===== src/rtl/idbr_pkg.sv =====
package idbr_pkg;

  localparam int PC_W  = 32;
  localparam int OFS_W = 16;
  localparam int IDX_W = 26;
  localparam int HI_W  = PC_W - IDX_W - 2;

  typedef enum logic [1:0] {
    PCSEL_SEQ    = 2'd0,
    PCSEL_BRANCH = 2'd1,
    PCSEL_JUMP   = 2'd2
  } pcsel_e;

  // Sign-extend the word offset, scale to bytes, add to sequential PC.
  function automatic logic [PC_W-1:0] branch_dest(
    input logic [PC_W-1:0]  seq_pc,
    input logic [OFS_W-1:0] ofs
  );
    logic [PC_W-1:0] disp;
    disp = {{(PC_W-OFS_W-2){ofs[OFS_W-1]}}, ofs, 2'b00};
    return seq_pc + disp;
  endfunction

  // Region bits of the sequential PC above the scaled word index.
  function automatic logic [PC_W-1:0] jump_dest(
    input logic [PC_W-1:0]  seq_pc,
    input logic [IDX_W-1:0] idx
  );
    return {seq_pc[PC_W-1 -: HI_W], idx, 2'b00};
  endfunction

endpackage


===== src/rtl/idbr_src_path.sv =====
module idbr_src_path #(
  parameter int DATA_W = 32,
  parameter int REG_AW = 5
) (
  input  logic [REG_AW-1:0] src,
  input  logic [DATA_W-1:0] rf_data,
  input  logic [REG_AW-1:0] ex_dst,
  input  logic              ex_wen,
  input  logic [REG_AW-1:0] mem_dst,
  input  logic              mem_wen,
  input  logic              mem_is_load,
  input  logic [DATA_W-1:0] mem_result,
  output logic [DATA_W-1:0] value,
  output logic              need_hold,
  output logic              use_fwd
);

  logic src_live;
  logic ex_hit;
  logic mem_hit;

  assign src_live  = (src != '0);
  assign ex_hit    = src_live && ex_wen && (ex_dst == src);
  assign mem_hit   = src_live && mem_wen && (mem_dst == src);

  // Anything in execute, or a load still in memory, is not ready yet.
  assign need_hold = ex_hit || (mem_hit && mem_is_load);
  assign use_fwd   = mem_hit && !mem_is_load;
  assign value     = use_fwd ? mem_result : rf_data;

endmodule


===== src/rtl/idbr_decide.sv =====
module idbr_decide #(
  parameter int DATA_W = 32
) (
  input  logic              is_beq,
  input  logic              is_bne,
  input  logic              is_jump,
  input  logic [DATA_W-1:0] opnd_a,
  input  logic [DATA_W-1:0] opnd_b,
  input  logic              hold_a,
  input  logic              hold_b,
  output logic              pc_wen,
  output logic              ifid_wen,
  output logic              idex_bubble,
  output logic              if_flush,
  output logic [1:0]        pc_sel,
  output logic              stall,
  output logic              taken
);
  import idbr_pkg::*;

  logic is_branch;
  logic same;

  assign is_branch = (is_beq || is_bne) && !is_jump;
  assign same      = (opnd_a == opnd_b);
  assign stall     = is_branch && (hold_a || hold_b);
  assign taken     = is_branch && ((is_beq && same) || (is_bne && !same));

  always_comb begin
    pc_wen      = 1'b1;
    ifid_wen    = 1'b1;
    idex_bubble = 1'b0;
    if_flush    = 1'b0;
    pc_sel      = PCSEL_SEQ;
    if (is_jump) begin
      if_flush = 1'b1;
      pc_sel   = PCSEL_JUMP;
    end else if (stall) begin
      pc_wen      = 1'b0;
      ifid_wen    = 1'b0;
      idex_bubble = 1'b1;
    end else if (taken) begin
      if_flush = 1'b1;
      pc_sel   = PCSEL_BRANCH;
    end
  end

endmodule


===== src/rtl/id_branch_unit.sv =====
module id_branch_unit #(
  parameter int DATA_W = 32,
  parameter int REG_AW = 5
) (
  input  logic [31:0]       pc_plus4,
  input  logic              is_beq,
  input  logic              is_bne,
  input  logic              is_jump,
  input  logic [REG_AW-1:0] src_a,
  input  logic [REG_AW-1:0] src_b,
  input  logic [15:0]       imm_ofs,
  input  logic [25:0]       jmp_index,
  input  logic [DATA_W-1:0] rf_data_a,
  input  logic [DATA_W-1:0] rf_data_b,
  input  logic [REG_AW-1:0] ex_dst,
  input  logic              ex_wen,
  input  logic [REG_AW-1:0] mem_dst,
  input  logic              mem_wen,
  input  logic              mem_is_load,
  input  logic [DATA_W-1:0] mem_result,
  output logic              pc_wen,
  output logic              ifid_wen,
  output logic              idex_bubble,
  output logic              if_flush,
  output logic [1:0]        pc_sel,
  output logic [31:0]       br_target,
  output logic [31:0]       jmp_target
);
  import idbr_pkg::*;

  localparam int NSRC = 2;

  logic [REG_AW-1:0] src_idx [NSRC];
  logic [DATA_W-1:0] src_rf  [NSRC];
  logic [DATA_W-1:0] src_val [NSRC];
  logic [NSRC-1:0]   src_hold;
  logic [NSRC-1:0]   src_fwd;

  // Named internal events for the checker.
  logic stall_w;
  logic taken_w;

  assign src_idx[0] = src_a;
  assign src_idx[1] = src_b;
  assign src_rf[0]  = rf_data_a;
  assign src_rf[1]  = rf_data_b;

  genvar g;
  generate
    for (g = 0; g < NSRC; g++) begin : g_src
      idbr_src_path #(.DATA_W(DATA_W), .REG_AW(REG_AW)) u_path (
        .src         (src_idx[g]),
        .rf_data     (src_rf[g]),
        .ex_dst      (ex_dst),
        .ex_wen      (ex_wen),
        .mem_dst     (mem_dst),
        .mem_wen     (mem_wen),
        .mem_is_load (mem_is_load),
        .mem_result  (mem_result),
        .value       (src_val[g]),
        .need_hold   (src_hold[g]),
        .use_fwd     (src_fwd[g])
      );
    end
  endgenerate

  idbr_decide #(.DATA_W(DATA_W)) u_decide (
    .is_beq      (is_beq),
    .is_bne      (is_bne),
    .is_jump     (is_jump),
    .opnd_a      (src_val[0]),
    .opnd_b      (src_val[1]),
    .hold_a      (src_hold[0]),
    .hold_b      (src_hold[1]),
    .pc_wen      (pc_wen),
    .ifid_wen    (ifid_wen),
    .idex_bubble (idex_bubble),
    .if_flush    (if_flush),
    .pc_sel      (pc_sel),
    .stall       (stall_w),
    .taken       (taken_w)
  );

  // Both destinations are formed for every instruction, in parallel with the read.
  assign br_target  = branch_dest(pc_plus4, imm_ofs);
  assign jmp_target = jump_dest(pc_plus4, jmp_index);

endmodule


===== config.mk =====
export PLATFORM = sky130hd
export DESIGN_NAME = id_branch_unit
export DESIGN_NICKNAME = d
export VERILOG_FILES = /design/src/rtl/idbr_pkg.sv /design/src/rtl/idbr_src_path.sv /design/src/rtl/idbr_decide.sv /design/src/rtl/id_branch_unit.sv
export SDC_FILE = /design/constraint.sdc
export NUM_CORES = 1
export LEC_CHECK = 0
export BUFFER_PORTS_ARGS = -buffer_cell sky130_fd_sc_hd__buf_2
export CAP_MARGIN = 20
export CORE_AREA = 2 2 104 106
export DETAILED_ROUTE_END_ITERATION = 7
export DIE_AREA = 0 0 106 108
export GPL_TIMING_DRIVEN = 0
export MAX_ROUTING_LAYER = met4
export PLACE_DENSITY_LB_ADDON = 0.25
export SETUP_SLACK_MARGIN = 0.5
export SLEW_MARGIN = 10
export SYNTH_ARGS = -nofsm -noshare
export SYNTH_HDL_FRONTEND = slang
export SYNTH_SLANG_ARGS = --single-unit

===== constraint.sdc =====
create_clock -name vclk -period 4.8
set_clock_uncertainty 0.2 [all_clocks]
set_input_delay 0.24 -clock vclk [all_inputs]
set_output_delay 0.24 -clock vclk [all_outputs]
set_load 0.03 [all_outputs]

; Yosys cells after proc, flatten, opt, wreduce, memory -nomap -nowiden
; Index checks and enable logic that the tools add are counted.
[totals]
reg_bits = 0
input_bits = 196
out_inout_bits = 70
wordCells = 45
[classes]
addsub = 1
eq_ne = 5
mux = 12
n_reduce_logical = 27
[ops]
columns = cell, count
row1 = 32-bit 2-to-1 mux, 2
row2 = 32-bit adder, 1
row3 = 32-bit equality test, 1
row4 = 5-bit equality test, 4
row5 = 1-bit logical AND, 17
row6 = 5-bit nonzero test, 2
row7 = 1-bit 2-to-1 mux, 8
row8 = 1-bit logical OR, 5
row9 = 2-bit 2-to-1 mux, 2
row10 = 1-bit logical NOT, 3

; Logic depth before layout (Yosys ltp)
; Gate-level depths: netlist of run 1.
[depth]
depth_word = 13
ltp_mapped = 12
mapped_depth_nobuf = 12

; Modules after synthesis
; From an unflattened synthesis of run 1, not the netlist that was laid out.
[hier_totals]
hier_cells = 485
area_unflattened_um2 = 3957.5
[by_module_without_submodules]
columns = mod, instances, cells_per_inst, area_per_inst_um2, seq_area_each_um2
row1 = id_branch_unit, 1, 307, 2150.8, 0.0
row2 = idbr_src_path, 2, 59, 670.6, 0.0
row3 = idbr_decide, 1, 60, 465.4, 0.0

; Worst setup path after synthesis of run 1
; No wires, ideal clock.
[synth_path]
path_kind = input-to-output
startpoint = in pc_plus4[2]
endpoint = out br_target[30]
arrival_time_ns = 2.945
required_time_ns = 4.360
slack_ns = 1.415
path_stages = 12
path_buffers = 0
cell_sequence = ha_1 -> inv_1 -> fa_1 -> nor2b_1 -> o31a_1 -> o211ai_1 -> nand2_1 -> a311oi_1 -> nor3_1 -> a2111oi_0 -> a21oi_1 -> xor2_1
[synth_between]
elab_chain_len = 1
[synth_lines]
columns = element, line_no
row1 = "start, declared", id_branch_unit.sv:5  ; input logic [31:0] pc_plus4,
row2 = 32-bit adder, idbr_pkg.sv:21  ; return seq_pc + disp;
row3 = "end, declared", id_branch_unit.sv:26  ; output logic [31:0] br_target,
; Every way passes these cells.

; Final worst setup path of run 1
[layout_path]
startpoint = in mem_dst[3]
endpoint = out if_flush
[layout_between]
elab_chain_len = 12
word_cells_on_any_way = 23
cone_classes = 3 x eq/ne / 5 x mux / 15 x reduce/logical
[layout_lines]
columns = element, line_no
row1 = "start, declared", id_branch_unit.sv:17  ; input logic [REG_AW-1:0] mem_dst,
row2 = 5-bit equality test, idbr_src_path.sv:24  ; assign mem_hit = src_live && mem_wen && (mem_dst == src);
row3 = 1-bit logical AND, idbr_src_path.sv:24
row4 = 1-bit logical AND, idbr_src_path.sv:28  ; assign use_fwd = mem_hit && !mem_is_load;
row5 = 32-bit 2-to-1 mux, idbr_src_path.sv:29  ; assign value = use_fwd ? mem_result : rf_data;
row6 = 32-bit equality test, idbr_decide.sv:25  ; assign same = (opnd_a == opnd_b);
row7 = 1-bit logical NOT, idbr_decide.sv:27  ; assign taken = is_branch && ((is_beq && same) || (is_bne && !same));
row8 = 1-bit logical AND, idbr_decide.sv:27
row9 = 1-bit logical OR, idbr_decide.sv:27
row10 = 1-bit logical AND, idbr_decide.sv:27
row11 = 1-bit 2-to-1 mux, idbr_decide.sv:42  ; end else if (taken) begin
row12 = 1-bit 2-to-1 mux *, idbr_decide.sv:38  ; end else if (stall) begin
row13 = 1-bit 2-to-1 mux *, idbr_decide.sv:35  ; if (is_jump) begin
row14 = "end, declared", id_branch_unit.sv:24  ; output logic if_flush,
; Every way passes the cells marked *; elsewhere a longest branch is shown, timed or not.

==> run_results.csv, run 1 <==
group,metric,value,unit
power_and_ir_drop,p_int,271,uW
drt,drt_iter0_markers,459,
placement,hpwl,12.5,mm
yosys,yosysWarningCount,0,
yosys,syn_area,4120,sq um
floorplan,rows,37,
placement,gp_congestion,0.948,
sta,drv_slew,0,
sta,finalSetupViolCount,0,
placement,placedCellCount,997,
critical_path,crit_required,4360,ps
yosys,synth_area_leaders,"a311oi_1 13%, xnor2_1 12%, ha_1 8.8%, buf_4 7.1%, inv_1 6.6%",
floorplan,die_y,108,microns
critical_path,timing.critical_path.from_type,"input pin",
sta,hold_violations,0,
layout,stdcell_count,998,
layout,finish.utilization,53.6,%
power_and_ir_drop,clock_power_share,0,%
power_and_ir_drop,p_seq_share,0,%
critical_path,crit_fanout,10,
global_route,grt_pass1_wl,24.1,mm
drt,drc,0,
floorplan,coreArea,10200,sq um
sta,period_share,83.2,%
drt,via_count,5750,
drt,wirelength,15.4,mm
clock_network,cts_resized,0,
layout,seq_cell_count,0,
power_and_ir_drop,vdd_drop_max,0.0823,mV
yosys,syn_area_per_cell,6.60,sq um
critical_path,critPathCapture,"if_flush",
sta,fin_ws,808,ps
placement,placed_area,5480,sq um
drt,via_per_inst,5.76,
power_and_ir_drop,swShare,60.8,%
sta,fin_setup_tns,0,ps
floorplan,die_area,11400,sq um
clock_network,postCtsSetupBuffers,0,
sta,tightest_slew,764,ps
global_route,grtUsageTotal,25.7,%
global_route,grt_pass1_vias,5153,
floorplan,initial_core_util,40.3,%
clock_network,ctsHoldBuffers,0,
layout,clock_buffers,0,
yosys,synth_top_area_cell,"a311oi_1",
drt,post_drt_wl_per_cell,15.4,microns
critical_path,critPathLaunch,"mem_dst[3]",
layout,seq_area,0,sq um
power_and_ir_drop,leakage,2.61,nW
power_and_ir_drop,switchingPower,421,uW
drt,postRouteAntennaNets,0,
layout,drive_gt1_share,33.3,%
run_status,status,"finished clean",
yosys,synth_cell_types,48,
critical_path,cp-end-kind,"output port",
floorplan,die_w,106,microns
sta,grt_setup_unrepaired,"false",
critical_path,crit_arrival,3550,ps
floorplan,ioPinCount,266,
placement,dp_slack,736,ps
power_and_ir_drop,power_frac_comb,100.0,%
critical_path,path_class,"in -> out",
sta,final.min_clock_period,3990,ps
global_route,grt_antenna_before_repair,1,
layout,final_area,5480,sq um
sta,max_slew_margin,47.7,%
yosys,netlist.area_leader.share,12.5,%
worst_hold_path,holdCritPathClass,"in -> out",
layout,final_nets,1089,
placement,port_buffers,236,
drt,drt_pass1_iterations,5,
global_route,grt_max_degree,16,
worst_hold_path,holdCritStartpoint,"jmp_index[19]",
yosys,synth-seq-area-share,0,%
yosys,synthCells,624,
sta,holdWs,530,ps
power_and_ir_drop,total_power,692,uW
job,maxCapViolCount,0,
sta,fmax,0.250,GHz
layout,area_growth,33.1,%
power_and_ir_drop,pwr_density_cell,126,nW/um^2
global_route,grt_overflow_total,0,
[power groups by stage]
stage / logic (mW) / registers (mW) / clock network, mW
4_1_cts: 0.690 / 0 / 0
3_5_place_dp: 0.688 / 0 / 0
2_1_floorplan: 0.464 / 0 / 0
5_1_grt: 0.751 / 0 / 0.0000000280
3_3_place_gp: 0.684 / 0 / 0
6_report: 0.692 / 0 / 0.0000000280
[metal layers]
layer  track usage, %  share of wire (%)  vias up
met5                -                  0        -
met4             6.20                2.0        0
met3             1.87                 10       32
met2             44.1                 47      361
met1             33.0                 40     2571
li1                 -                  -     2786
[critical path, cell delays in order]
cell,delay (ps)
buf_2,110
xnor2_1,200
nand4_1,330
clkbuf_1,340
clkbuf_1,330
nor4_1,240
a311oi_1,80
o22ai_1,210
nand4_1,170
or4_1,600
or3_1,390
nand3b_1,90
buf_2,190
[kinds of logic after synthesis]
| group | share of synthesized area [%] |
|---|---|
| AND/OR/NAND/NOR | 25.4 |
| AO/OA/AOI/OAI | 31.1 |
| buffers and inverters | 17.3 |
| XOR/XNOR | 16.8 |
| adder cells (fa/ha/maj) | 9.29 |
| other | 0.0910 |
[worst min-delay path by stage]
stage,cells past startpoint,slack [ps],to
after floorplan,1,410,br_target[0]
after global placement,2,530,jmp_target[25]
after detailed placement,2,530,jmp_target[21]
after CTS,2,530,jmp_target[21]
after global routing,2,530,jmp_target[4]
final,2,530,jmp_target[21]
[layout make-up]
cell class | count | area [sq um]
Antenna cell | 1 | 2.50
Inverter | 72 | 270
Multi-Input combinational cell | 476 | 3420
Tap cell | 136 | 170
Timing Repair Buffer | 236 | 1180
Buffer | 77 | 442
Fill cell | 1078 | 4750
[cell usage after synthesis (10+ instances only)]
cell       n
o21ai_0   14
nand3_1   11
nand2_1   22
ha_1      29
nor2b_1   10
a311oi_1  59
nor2_1    50
xor2_1    22
a21oi_1   31
xnor2_1   57
clkbuf_1  28
nor4_1    34
inv_1     72
o22ai_1   26
buf_4     39
nor4b_1   26
[cell usage in the layout, fill, tap and decap left out, drive strengths merged, types with 10 or more instances in the layout]
cell,n
a311oi,59
o22ai,26
nor2,51
xnor2,57
nor4b,26
nor4,34
nand2,22
xor2,22
o21ai,14
ha,29
nand3,11
clkbuf,28
nor2b,10
inv,72
buf,285
a21oi,31
Power figures use the tool's default switching activity.
==> inputs of run 2 (changes only) <==
--- a/config.mk
+++ b/config.mk
@@ -5,11 +5,11 @@
 export SDC_FILE = /design/constraint.sdc
 export NUM_CORES = 1
 export LEC_CHECK = 0
+export ABC_AREA = 1
 export BUFFER_PORTS_ARGS = -buffer_cell sky130_fd_sc_hd__buf_2
 export CAP_MARGIN = 20
-export CORE_AREA = 2 2 104 106
+export CORE_UTILIZATION = 43
 export DETAILED_ROUTE_END_ITERATION = 7
-export DIE_AREA = 0 0 106 108
 export GPL_TIMING_DRIVEN = 0
 export MAX_ROUTING_LAYER = met4
 export PLACE_DENSITY_LB_ADDON = 0.25
==> constraint.sdc (replaced) <==
create_clock -name vclk -period 3.35
set_clock_uncertainty 0.2 [all_clocks]
set_input_delay 0.1675 -clock vclk [all_inputs]
set_output_delay 0.1675 -clock vclk [all_outputs]
set_load 0.03 [all_outputs]
==> run_results.csv, run 2 <==
group,metric,value,unit
layout,finish.utilization,60.3,%
placement,gp_congestion,0.927,
layout,multi_input_area,3960,sq um
global_route,grt_max_degree,16,
critical_path,timing.critical_path.from_type,"input pin",
layout,fill_cells,1183,
placement,dp_slack,272,ps
sta,final.min_clock_period,2710,ps
sta,holdWs,385,ps
placement,port_buffers,236,
floorplan,rows,38,
layout,clock_buffers,0,
global_route,grt_pass1_wl,27.0,mm
layout,layout_common_cells,"434 x nand2_1, 242 x buf_2, 142 x inv_1, 107 x nand4_1, 57 x buf_4",
yosys,synth.most_common_cell,"nand2_1",
sta,finalSetupViolCount,0,
yosys,syn_area,4920,sq um
sta,fin_setup_tns,0,ps
layout,seq_area,0,sq um
drt,wirelength,17.7,mm
sta,period_share,80.9,%
power_and_ir_drop,leakage,4.26,nW
floorplan,initial_core_util,44.8,%
layout,final_nets,1489,
floorplan,die_y,109,microns
layout,drive_gt1_share,29.0,%
drt,m1WireLength,7.54,mm
power_and_ir_drop,pwr_density_cell,168,nW/um^2
yosys,synth_top_area_cell,"nand2_1",
worst_hold_path,holdCritPathClass,"in -> out",
sta,fin_ws,641,ps
yosys,synth_cell_types,35,
critical_path,crit_arrival,2340,ps
drt,via_count,7120,
critical_path,crit_fanout,3,
yosys,synth-seq-area-share,0,%
yosys,synthCells,1009,
drt,post_drt_wl_per_cell,12.6,microns
power_and_ir_drop,vdd_drop_max,0.220,mV
layout,final_common_cell,"nand2_1",
critical_path,path_class,"in -> out",
drt,wl_met3,1.71,mm
drt,highest_layer,"met4",
global_route,grtUsageTotal,28.7,%
yosys,syn_area_per_cell,4.88,sq um
sta,hold_violations,0,
yosys,synthTopCellsByCount,"442 x nand2_1, 143 x inv_1, 107 x nand4_1",
critical_path,crit_required,2980,ps
critical_path,cp-end-kind,"output port",
floorplan,die_area,11900,sq um
drt,via_per_inst,5.07,
yosys,synth_area_leaders,"nand2_1 34%, nand4_1 14%, inv_1 11%, ha_1 7.4%, buf_4 5.6%",
run_status,status,"finished clean",
sta,tightest_slew,539,ps
layout,stdcell_count,1403,
drt,postRouteAntennaNets,0,
yosys,yosysWarningCount,0,
layout,final_area,6620,sq um
placement,placedCellCount,1386,
floorplan,die_w,109,microns
yosys,netlist.area_leader.share,33.7,%
layout,seq_cell_count,0,
job,maxCapViolCount,0,
power_and_ir_drop,total_power,1.12,mW
floorplan,coreArea,11000,sq um
placement,hpwl,14.1,mm
drt,dr_wl_met2,8.20,mm
sta,grt_setup_unrepaired,"true",
global_route,grt_antenna_before_repair,1,
sta,drv_slew,0,
drt,drt_iter0_markers,570,
drt,drc,0,
drt,drt_pass1_iterations,5,
global_route,grt_pass1_vias,6025,
layout,area_growth,34.5,%
floorplan,ioPinCount,266,
global_route,grt_overflow_total,0,
sta,max_slew_margin,64.1,%
placement,placed_area,6280,sq um
sta,fmax,0.369,GHz
run 2: cell types whose count changed after synthesis, moves of 11 or more:
cell      previous run  this run
clkbuf_1            28        13
nand2_1             22       442
a311oi_1            59         0
nor4b_1             26         0
inv_1               72       143
nand4_1              9       107
xnor2_1             57         8
o22ai_1             26         2
nor4_1              34         0
o21ai_1              0        11
buf_2                5        26
run 2: kinds of logic (layout without fill, tap and decap cells):
logic type      Yosys count  in the layout  synth area share (%)
simple gates            627            628                  54.6
buf+inv                 234            484                  21.9
compound gates           88             88                  10.4
fa+ha+maj                30             30                  7.78
xor+xnor                 29             29                  5.16
other cells               1              4                0.0762
run 2: final timing paths:
check | start | endpoint | cells after the start
min | jmp_index[12] | jmp_target[14] | 2
max | pc_plus4[4] | br_target[25] | 11
run 2: where the power goes:
part	total, mW	internal [mW]	switching [mW]
combinational	1.12	0.396	0.719
sequential	0	0	0
clock	0.0000000799	0.0000000799	0
total	1.12	0.396	0.719
run 2: cell type report:
cell class / count / area share, %
well taps: 140 / 2.65
inverters: 154 / 8.73
plain buffers: 80 / 8.54
repair buffers: 250 / 20.3
diodes: 2 / 0.0756
multi-input cells: 777 / 59.7
run 2: per-layer routing:
metal | vias to the layer above | GRT usage, %
met5 | - | -
met4 | 0 | 4.92
met3 | 24 | 3.23
met2 | 364 | 48.5
met1 | 3020 | 36.8
li1 | 3712 | -
run 2: what timing repair did:
| action | 4_1_cts | 5_1_grt |
|---|---|---|
| cloned | 0 | 2 |
| endpoints found under the hold margin | 0 | 0 |
| resized for setup | 17 | 67 |
| setup endpoints to repair | 5 | 8 |
| pin swaps | 4 | 17 |
| setup buffers | 7 | 6 |
| hold buffers | 0 | 0 |
run 2: critical path, cell delays in order:
cell and delay, ps:
buf_2 100, ha_1 330, o2bb2ai_1 280, o21bai_2 110, nand2_1 70, nand2_1 90
a21oi_1 310, o21ai_0 230, a31oi_1 270, xnor2_1 160, buf_2 220
==> inputs of run 3 (changes only) <==
==> constraint.sdc (replaced) <==
create_clock -name vclk -period 2.3
set_clock_uncertainty 0.2 [all_clocks]
set_input_delay 0.115 -clock vclk [all_inputs]
set_output_delay 0.115 -clock vclk [all_outputs]
set_load 0.03 [all_outputs]
==> run_results.csv, run 3 (synthesis results as in run 2) <==
group,metric,value,unit
run_status,status,"complete, but fails checks",
sta,grt_setup_unrepaired,"true",
layout,final_nets,1546,
layout,finish.utilization,80.5,%
global_route,grt_pass1_vias,7240,
drt,post_drt_wl_per_cell,17.4,microns
sta,fmax,0.374,GHz
layout,drive_gt1_share,44.8,%
layout,layout_common_cells,"364 x nand2_1, 195 x buf_2, 125 x inv_1, 107 x nand4_1, 77 x buf_4",
sta,finalSetupViolCount,15,
sta,holdWs,280,ps
worst_hold_path,holdCritStartpoint,"jmp_index[4]",
critical_path,cp-end-kind,"output port",
floorplan,ioPinCount,266,
global_route,grt_antenna_before_repair,0,
floorplan,coreArea,11000,sq um
critical_path,cp_num_buf_inv,3,
sta,hold_violations,0,
run_status,violations,"design-rule violations, negative setup slack",
floorplan,initial_core_util,44.8,%
worst_hold_path,holdCritPathClass,"in -> out",
critical_path,crit_arrival,2360,ps
worst_hold_path,hold_path_depth,2,
floorplan,die_y,109,microns
critical_path,cpMostUsedCell,"nand2_1",
power_and_ir_drop,leakage,4.96,nW
drt,via_count,8332,
critical_path,path_cells,"buf_12, ha_4, nand2_1, nor2_1, inv_1, nor3_2, a21oi_4, o21ai_2, nand2_1, nand2_2, xor2_4, buf_6",
critical_path,crit_required,1990,ps
floorplan,die_w,109,microns
placement,hpwl,14.4,mm
placement,gp_congestion,1.01,
layout,fill_cells,749,
drt,wirelength,25.4,mm
global_route,grtUsageTotal,36.0,%
global_route,grt_pass1_wl,33.4,mm
sta,max_slew_margin,66.6,%
layout,seq_cell_count,0,
power_and_ir_drop,vdd_drop_max,0.382,mV
drt,via_per_inst,5.71,
sta,tightest_slew,499,ps
job,maxCapViolCount,0,
critical_path,max_stage_delay,330,ps
drt,drt_pass1_iterations,8,
drt,postRouteAntennaNets,0,
sta,period_share,116,%
critical_path,path_class,"in -> out",
power_and_ir_drop,pwr_density_cell,281,nW/um^2
critical_path,crit_fanout,15,
placement,port_buffers,236,
drt,drt_iter0_markers,722,
drt,drc,47,
layout,seq_area,0,sq um
power_and_ir_drop,total_power,2.49,mW
floorplan,die_area,11900,sq um
sta,final.min_clock_period,2670,ps
layout,final_area,8840,sq um
global_route,grt_overflow_total,0,
layout,clock_buffers,0,
global_route,grt_max_degree,16,
sta,fin_ws,-375,ps
sta,fin_setup_tns,-2900,ps
critical_path,crit_slowest_cell,"nor2_1",
floorplan,rows,38,
sta,drv_slew,0,
layout,final_common_cell,"nand2_1",
worst_hold_path,whs_endpoint,"jmp_target[6]",
layout,area_growth,79.6,%
critical_path,timing.critical_path.from_type,"input pin",
critical_path,path_delay_family,"simple AND/OR/NAND/NOR gates",
placement,placed_area,6720,sq um
run 3: metal layers:
layer	share of wire (%)	up-vias	wire length [microns]	track usage [%]
li1	-	3831	-	-
met1	34	3636	8730	40.2
met2	48	667	12100	62.2
met3	11	198	2780	5.62
met4	7.0	0	1780	18.0
met5	0	-	0	-
run 3: worst max-delay path by stage:
stage	from	to	slack, ps	depth (start not counted)
after floorplan	pc_plus4[2]	br_target[28]	30	15
after global placement	mem_is_load	if_flush	-500	17
after global routing	imm_ofs[15]	br_target[28]	-580	12
after detailed placement	mem_is_load	if_flush	-500	16
final	imm_ofs[15]	br_target[28]	-370	12
after CTS	src_a[4]	if_flush	-150	21
run 3: metrics by stage:
| step | worst slack (ps) | instances |
|---|---|---|
| CTS | -145 | 1438 |
| detailed placement | -495 | 1386 |
| global route | -576 | 1458 |
| global placement | -504 | 1386 |
| finish | -375 | 1459 |
| floorplan | 35.0 | 1010 |
run 3: repair_timing:
action	4_1_cts	5_1_grt
resized for setup	235	144
hold buffers	0	0
buffers inserted	45	18
endpoints found under the setup margin	28	29
hold endpoints to repair	0	0
pin swaps	68	79
cloned	7	2
run 3: layout make-up:
type                            instances  area [sq um]  area share [%]
Multi-Input combinational cell        777          5020            56.8
Timing Repair Buffer                  307          2340            26.5
Buffer                                 80           682            7.71
Inverter                              154           624            7.06
Tap cell                              140           175            1.98
Antenna cell                            1          2.50          0.0283
run 3: report_power, final:
group          internal (mW)  leakage (nW)  switching, mW     total, mW
registers                  0             0              0             0
logic                   1.05          4.96           1.43          2.49
clock network   0.0000000582    0.00000634              0  0.0000000582
total                   1.05          4.96           1.43          2.49
